--- src/rtl/asyncBusPkg.sv ---
package asyncBusPkg;
  localparam int SIZE_W  = 2;
  localparam int TURN_W  = 2;
  localparam int HOLD_W  = 3;
  localparam int STRB_W  = 6;
  localparam int SETUP_W = 4;

  // Field order is software-visible; MSB first.
  typedef struct packed {
    logic               ssEn;
    logic               ewEn;
    logic [SETUP_W-1:0] wSetup;
    logic [STRB_W-1:0]  wStrobe;
    logic [HOLD_W-1:0]  wHold;
    logic [SETUP_W-1:0] rSetup;
    logic [STRB_W-1:0]  rStrobe;
    logic [HOLD_W-1:0]  rHold;
    logic [TURN_W-1:0]  turn;
    logic [SIZE_W-1:0]  busSize;
  } csCfgT;

  typedef struct packed {
    logic load;
    logic capture;
    logic csOn;
    logic oeOn;
    logic weOn;
    logic dataOe;
    logic wide;
  } dpCtlT;

  typedef enum logic [1:0] {PH_IDLE, PH_SETUP, PH_STROBE, PH_HOLD} phaseT;
endpackage

--- src/rtl/asyncBusRegs.sv ---
module asyncBusRegs #(
  parameter int NUM_CS = 4,
  parameter int REG_AW = 8,
  parameter logic [REG_AW-1:0] CFG_BASE = 8'h10
) (
  input  logic                   clk,
  input  logic                   rstN,
  input  logic                   cfgWe,
  input  logic [REG_AW-1:0]      cfgAddr,
  input  logic [31:0]            cfgWdata,
  output logic [31:0]            cfgRdata,
  output logic [NUM_CS-1:0][31:0] cfgBank
);
  localparam int IDX_W = $clog2(NUM_CS);

  logic [REG_AW-1:0] offset;
  logic              hit;
  logic [IDX_W-1:0]  idx;

  assign offset = cfgAddr - CFG_BASE;
  assign hit    = (cfgAddr >= CFG_BASE) && (offset < REG_AW'(NUM_CS * 4)) && (offset[1:0] == 2'b00);
  assign idx    = offset[IDX_W+1:2];

  for (genvar g = 0; g < NUM_CS; g++) begin : gWord
    always_ff @(posedge clk) begin
      if (!rstN)                                  cfgBank[g] <= '0;
      else if (cfgWe && hit && idx == IDX_W'(g))  cfgBank[g] <= cfgWdata;
    end
  end

  assign cfgRdata = hit ? cfgBank[idx] : '0;
endmodule

--- src/rtl/asyncBusSeq.sv ---
module asyncBusSeq
  import asyncBusPkg::*;
#(
  parameter int NUM_CS = 4
) (
  input  logic                       clk,
  input  logic                       rstN,
  input  logic                       reqValid,
  input  logic                       reqWrite,
  input  logic [$clog2(NUM_CS)-1:0]  reqCs,
  input  csCfgT                      cfgIn,
  input  logic                       emWait,
  output logic                       reqReady,
  output dpCtlT                      ctl
);
  localparam int IDX_W = $clog2(NUM_CS);

  phaseT             ph;
  logic [STRB_W-1:0] cnt;
  csCfgT             cur;
  logic              curWr, lastVal, lastWr;
  logic [IDX_W-1:0]  curCs, lastCs;
  logic [TURN_W-1:0] lastTurn, idleCnt;
  logic              needTurn, canStart, lastCnt, stretch;

  assign needTurn = lastVal && ((reqCs != lastCs) || (reqWrite != lastWr));
  assign canStart = (ph == PH_IDLE) && reqValid && (!needTurn || idleCnt >= lastTurn);
  assign lastCnt  = (cnt == '0);
  assign stretch  = cur.ewEn && emWait;

  always_ff @(posedge clk) begin
    if (!rstN) begin
      ph <= PH_IDLE; cnt <= '0; cur <= '0; curWr <= 1'b0; curCs <= '0;
      lastVal <= 1'b0; lastWr <= 1'b0; lastCs <= '0; lastTurn <= '0; idleCnt <= '0;
    end else begin
      case (ph)
        PH_IDLE: begin
          if (canStart) begin
            ph    <= PH_SETUP;
            cnt   <= reqWrite ? STRB_W'(cfgIn.wSetup) : STRB_W'(cfgIn.rSetup);
            cur   <= cfgIn;
            curWr <= reqWrite;
            curCs <= reqCs;
          end else if (idleCnt != '1) begin
            idleCnt <= idleCnt + 1'b1;
          end
        end
        PH_SETUP: begin
          if (lastCnt) begin
            ph  <= PH_STROBE;
            cnt <= curWr ? cur.wStrobe : cur.rStrobe;
          end else cnt <= cnt - 1'b1;
        end
        PH_STROBE: begin
          if (lastCnt) begin
            if (!stretch) begin
              ph  <= PH_HOLD;
              cnt <= curWr ? STRB_W'(cur.wHold) : STRB_W'(cur.rHold);
            end
          end else cnt <= cnt - 1'b1;
        end
        PH_HOLD: begin
          if (lastCnt) begin
            ph       <= PH_IDLE;
            idleCnt  <= '0;
            lastVal  <= 1'b1;
            lastCs   <= curCs;
            lastWr   <= curWr;
            lastTurn <= cur.turn;
          end else cnt <= cnt - 1'b1;
        end
        default: ph <= PH_IDLE;
      endcase
    end
  end

  always_comb begin
    ctl.load    = canStart;
    ctl.capture = (ph == PH_STROBE) && lastCnt && !curWr && !stretch;
    ctl.csOn    = (ph == PH_STROBE) || (((ph == PH_SETUP) || (ph == PH_HOLD)) && !cur.ssEn);
    ctl.oeOn    = (ph == PH_STROBE) && !curWr;
    ctl.weOn    = (ph == PH_STROBE) && curWr;
    ctl.dataOe  = (ph != PH_IDLE) && curWr;
    ctl.wide    = (ph == PH_IDLE) ? (cfgIn.busSize == SIZE_W'(1)) : (cur.busSize == SIZE_W'(1));
  end

  assign reqReady = (ph == PH_HOLD) && lastCnt;
endmodule

--- src/rtl/asyncBusDp.sv ---
module asyncBusDp
  import asyncBusPkg::*;
#(
  parameter int NUM_CS = 4,
  parameter int ADDR_W = 28,
  parameter int DATA_W = 16
) (
  input  logic                                   clk,
  input  logic                                   rstN,
  input  dpCtlT                                  ctl,
  input  logic [ADDR_W-1:0]                      reqAddr,
  input  logic [DATA_W-1:0]                      reqWdata,
  input  logic [DATA_W-1:0]                      emDataIn,
  output logic [ADDR_W-$clog2(NUM_CS)-1:0]       emAddr,
  output logic [DATA_W-1:0]                      emDataOut,
  output logic                                   emDataOe,
  output logic [NUM_CS-1:0]                      emCsN,
  output logic                                   emOeN,
  output logic                                   emWeN,
  output logic [DATA_W-1:0]                      rdData
);
  localparam int IDX_W  = $clog2(NUM_CS);
  localparam int WIN_W  = ADDR_W - IDX_W;
  localparam int BYTE_W = DATA_W / 2;

  logic [WIN_W-1:0]  addrQ;
  logic [DATA_W-1:0] wdQ, rdQ;
  logic [IDX_W-1:0]  csQ;

  always_ff @(posedge clk) begin
    if (!rstN) begin
      addrQ <= '0; wdQ <= '0; rdQ <= '0; csQ <= '0;
    end else begin
      if (ctl.load) begin
        csQ   <= reqAddr[ADDR_W-1:WIN_W];
        addrQ <= ctl.wide ? {1'b0, reqAddr[WIN_W-1:1]} : reqAddr[WIN_W-1:0];
        wdQ   <= reqWdata;
      end
      if (ctl.capture)
        rdQ <= ctl.wide ? emDataIn : DATA_W'(emDataIn[BYTE_W-1:0]);
    end
  end

  for (genvar g = 0; g < NUM_CS; g++) begin : gCs
    assign emCsN[g] = !(ctl.csOn && (csQ == IDX_W'(g)));
  end

  assign emAddr    = addrQ;
  assign emDataOut = ctl.wide ? wdQ : DATA_W'(wdQ[BYTE_W-1:0]);
  assign emDataOe  = ctl.dataOe;
  assign emOeN     = !ctl.oeOn;
  assign emWeN     = !ctl.weOn;
  assign rdData    = rdQ;
endmodule

--- src/rtl/asyncBusCtrl.sv ---
module asyncBusCtrl
  import asyncBusPkg::*;
#(
  parameter int NUM_CS = 4,
  parameter int ADDR_W = 28,
  parameter int DATA_W = 16,
  parameter int REG_AW = 8,
  parameter logic [REG_AW-1:0] CFG_BASE = 8'h10
) (
  input  logic                              clk,
  input  logic                              rstN,
  input  logic                              cfgWe,
  input  logic [REG_AW-1:0]                 cfgAddr,
  input  logic [31:0]                       cfgWdata,
  output logic [31:0]                       cfgRdata,
  input  logic                              reqValid,
  input  logic                              reqWrite,
  input  logic [ADDR_W-1:0]                 reqAddr,
  input  logic [DATA_W-1:0]                 reqWdata,
  output logic                              reqReady,
  output logic [DATA_W-1:0]                 rdData,
  output logic [ADDR_W-$clog2(NUM_CS)-1:0]  emAddr,
  input  logic [DATA_W-1:0]                 emDataIn,
  output logic [DATA_W-1:0]                 emDataOut,
  output logic                              emDataOe,
  output logic [NUM_CS-1:0]                 emCsN,
  output logic                              emOeN,
  output logic                              emWeN,
  input  logic                              emWait
);
  localparam int IDX_W = $clog2(NUM_CS);

  logic [NUM_CS-1:0][31:0] cfgBank;
  logic [IDX_W-1:0]        reqCs;
  csCfgT                   cfgSel;
  dpCtlT                   ctl;

  assign reqCs  = reqAddr[ADDR_W-1 -: IDX_W];
  assign cfgSel = csCfgT'(cfgBank[reqCs]);

  asyncBusRegs #(.NUM_CS(NUM_CS), .REG_AW(REG_AW), .CFG_BASE(CFG_BASE)) regs_i (
    .clk(clk), .rstN(rstN), .cfgWe(cfgWe), .cfgAddr(cfgAddr), .cfgWdata(cfgWdata),
    .cfgRdata(cfgRdata), .cfgBank(cfgBank));

  asyncBusSeq #(.NUM_CS(NUM_CS)) seq_i (
    .clk(clk), .rstN(rstN), .reqValid(reqValid), .reqWrite(reqWrite), .reqCs(reqCs),
    .cfgIn(cfgSel), .emWait(emWait), .reqReady(reqReady), .ctl(ctl));

  asyncBusDp #(.NUM_CS(NUM_CS), .ADDR_W(ADDR_W), .DATA_W(DATA_W)) dp_i (
    .clk(clk), .rstN(rstN), .ctl(ctl), .reqAddr(reqAddr), .reqWdata(reqWdata),
    .emDataIn(emDataIn), .emAddr(emAddr), .emDataOut(emDataOut), .emDataOe(emDataOe),
    .emCsN(emCsN), .emOeN(emOeN), .emWeN(emWeN), .rdData(rdData));
endmodule

--- config.mk ---
export PLATFORM = sky130hd
export DESIGN_NAME = asyncBusCtrl
export DESIGN_NICKNAME = d
export VERILOG_FILES = /design/src/rtl/asyncBusPkg.sv /design/src/rtl/asyncBusRegs.sv /design/src/rtl/asyncBusSeq.sv /design/src/rtl/asyncBusDp.sv /design/src/rtl/asyncBusCtrl.sv
export SDC_FILE = /design/constraint.sdc
export NUM_CORES = 1
export LEC_CHECK = 0
export ABC_AREA = 1
export BUFFER_PORTS_ARGS = -buffer_cell sky130_fd_sc_hd__buf_2
export CAP_MARGIN = 0
export CORE_MARGIN = 4
export CORE_UTILIZATION = 60
export DETAILED_ROUTE_END_ITERATION = 7
export PLACE_DENSITY = 0.87
export SLEW_MARGIN = 40
export SYNTH_ARGS = -nofsm -noshare
export SYNTH_HDL_FRONTEND = slang
export SYNTH_SLANG_ARGS = --single-unit
--- constraint.sdc ---
create_clock -name clk -period 4 [get_ports clk]
set_clock_uncertainty 0.2 [all_clocks]
set_input_delay 0.2 -clock clk [delete_from_list [all_inputs] [get_ports clk]]
set_output_delay 0.2 -clock clk [all_outputs]
set_load 0.005 [all_outputs]
==> run metrics <==
Crit-path slowest cell inv_4; R2R Setup Slk 0.47 ns; synthesis-to-finish area growth 23.9%; startpoint class of the critical path flip-flop; final net count 1924; worst hold path class in -> reg; fmax 0.283 GHz; post-CTS setup buffer count 0; TritonCTS clock tree built; CTS Buffer Depth 3; area occupied by multi-input gates 0.00519 mm²; most common cell after layout, fill and taps aside nor2_1; vias 12.3k; WL/cell approximately 17 µm; Ports 204; Chip Width approximately 140 µm; period utilization 88.3%; Initial Utilization 61.1%; layout cells sized above 1 15.3%; placed cell areas 0.0118 mm²; Std-Cell Rows 49; dpl ws between 1 and 1.5 ns; GP Congestion 0.867; Ys Warns 0; Crit. End Element flip-flop; met1 global-route usage 41.9%; clock sink count approximately 230; Post-Syn Area 0.0110 mm²; Pleak 5.94 nW; DPL Wire Length 19.7 mm; Max Cap Viol 0; DR vias/cell 5.99; Syn Inst Count ~1.6k; Max transition margin 44.5%; most frequent cells in the layout nor2_1 (333), o21ai_0 (245), dfxtp_1 (231), buf_2 (202), a21oi_1 (146); required time worst endpoint 4.22 ns; core area approximately 0.018 mm²; DRC Markers 0; gr usage total 33.1%; number of global-route vias before repair 11.5k; pin count of the biggest net entering global routing 117; GRT Residual Overflow 0; H-tree levels 1; Total Neg Setup Slack 0 ns; crit path time final 3.53 ns; setup ws final 0.467 ns; CP dominant cell by count inv_1; busiest grt layer met2; critical path's largest stage delay about 0.75 ns; Die Area 0.0205 mm²; WS Path Type reg -> reg; clk root buf clkbuf_16; initial antenna violation count 2; crit path cell chain inv_1, ha_1, nand2_1, inv_1, nand2_4, inv_4, nand3_1, dlygate4sd3_1, nand2_1, inv_1; Mean Syn Cell Area just under 7 µm²; sequential-to-total area share from yosys stat a little over two fifths; DIE HEIGHT 143 µm; worst-margin pin slew 0.832 ns; IO buf count 203; worst-path maximum fanout 82; DR pass1 iterations 6; synth unique cells 37; post-route ant nets 0; status complete, no violations; Clk Latency, worst-skew pair 0.52 ns; clock-pin slew on the worst setup and hold paths around 0.07 ns; total chip power 7.01 mW; met2 Usage GRT 55.1%; final hold violation count 0; CP Data Arrival Time between 3 and 4 ns; met3 global-route usage under 10%; Pins Over Slew Limit 0; total CTS buffers 24; Synth Net Count between 1.5k and 2k; Finish-stage setup viols 0; initial drt markers 1505; first-pass GRT wire length 56.3 mm; Yosys reg bits 231; RSZ-0062 raised after global routing false; routed wire length 35.9 mm; sequential cell area 0.00462 mm²; maximum VDD drop 0.000382 V; pwr dens 515 mW/mm²; Fillers 1204; Final Cell Area 0.0136 mm²
[synth_stat cells]
library cell,n,area [µm²]
nand2_4,1,11.3
a22oi_1,4,30.0
ha_1,10,125
nand2_8,1,20.0
clkbuf_1,69,259
nor3_1,1,5.00
buf_2,19,95.1
or2_2,1,6.26
or2_1,1,6.26
nand4_1,3,18.8
a21oi_1,146,731
o21ai_0,245,1230
xor2_1,2,17.5
buf_4,17,128
buf_6,11,124
nand3_2,2,20.0
nand2_1,145,544
inv_2,7,26.3
clkinv_1,1,3.75
nand3_1,77,385
inv_1,134,503
nor2_1,333,1250
nor2_4,2,22.5
o21ai_1,33,165
o211ai_1,8,60.1
a221oi_1,30,263
nor2_2,4,25.0
nand4_4,1,21.3
and3b_1,1,8.76
nand2_2,2,12.5
dfxtp_1,231,4620
clkbuf_2,2,10.0
buf_1,4,15.0
o22ai_1,30,188
or3b_1,1,8.76
inv_4,1,6.26
xnor2_1,2,17.5
[stage by stage]
step | hold WS [ns] | cells | utilization (%)
6_report | 0.0349 | 2060 | 75.8
5_1_grt | 0.0846 | 2056 | 75.7
4_1_cts | 0.00000178 | 2054 | 75.7
3_5_place_dp | 0.231 | 1907 | 65.5
3_3_place_gp | 0.223 | 1907 | 65.5
2_1_floorplan | 0.135 | 1582 | -
[repair_timing]
item / 4_1_cts / 5_1_grt
endpoints found under the hold margin: 189 / 0
gates resized for setup: 0 / 0
hold buffers: 104 / 0
[registers in the layout, indices dropped and copies added (netlist names), 6 cells and up]
signal,flops
dp_i.rdData,16
dp_i.emAddr,26
regs_i.cfgBank,128
dp_i.wdQ,16
seq_i.cur,24
seq_i.cnt,6
[report_power, final]
| part | switching, mW | leakage (nW) | internal, mW |
|---|---|---|---|
| clock network | 0.929 | 0.382 | 1.30 |
| registers | 0.181 | 1.88 | 2.59 |
| logic | 1.28 | 3.68 | 0.719 |
| total | 2.39 | 5.94 | 4.61 |
[logic make-up (layout without fill, tap and decap cells)]
kind of cell	count (synthesis)	after routing	share of synthesized area, %
adders and majority gates	10	10	1.14
DFF	231	231	42.1
other	0	6	0
AOI/OAI and AO/OA	496	496	24.2
buffers and inverters	265	508	10.7
xor gates and xnor gates	4	4	0.319
and+or+nand+nor	576	576	21.5
[layer usage]
metal  wire length, µm  share of wire (%)
met2             16900                 47
met5                 0                  0
met4              1710                4.8
met1             13800                 38
met3              3590                 10
[layout make-up]
cell class | count | share of cell area [%]
sequential | 231 | 34.0
clock inverter | 6 | 0.450
antenna | 6 | 0.110
clock buffer | 37 | 5.29
timing repair buffer | 322 | 16.0
inverter | 143 | 3.97
tap | 229 | 2.10
multi-input combinational | 1086 | 38.1
[critical path: cells and delay by family, from the launching register on]
kind | cells | cell delay [ns]
AND/OR/NAND/NOR | 4 | 0.72
buffers and inverters | 5 | 1.71
flip-flops | 1 | 0.34
adder cells (fa/ha/maj) | 1 | 0.40
[final timing paths]
kind	start	endpoint	cells after the start
worst max-delay path	seq_i.ph[0]	dp_i.emAddr[19]	10
worst min-delay path	emWait	dp_i.rdData[15]	5
worst max register to register	seq_i.ph[0]	dp_i.emAddr[19]	10
worst min register to register	seq_i.lastVal	seq_i.lastVal	2
Note: power is estimated with default switching activity, not from simulation.
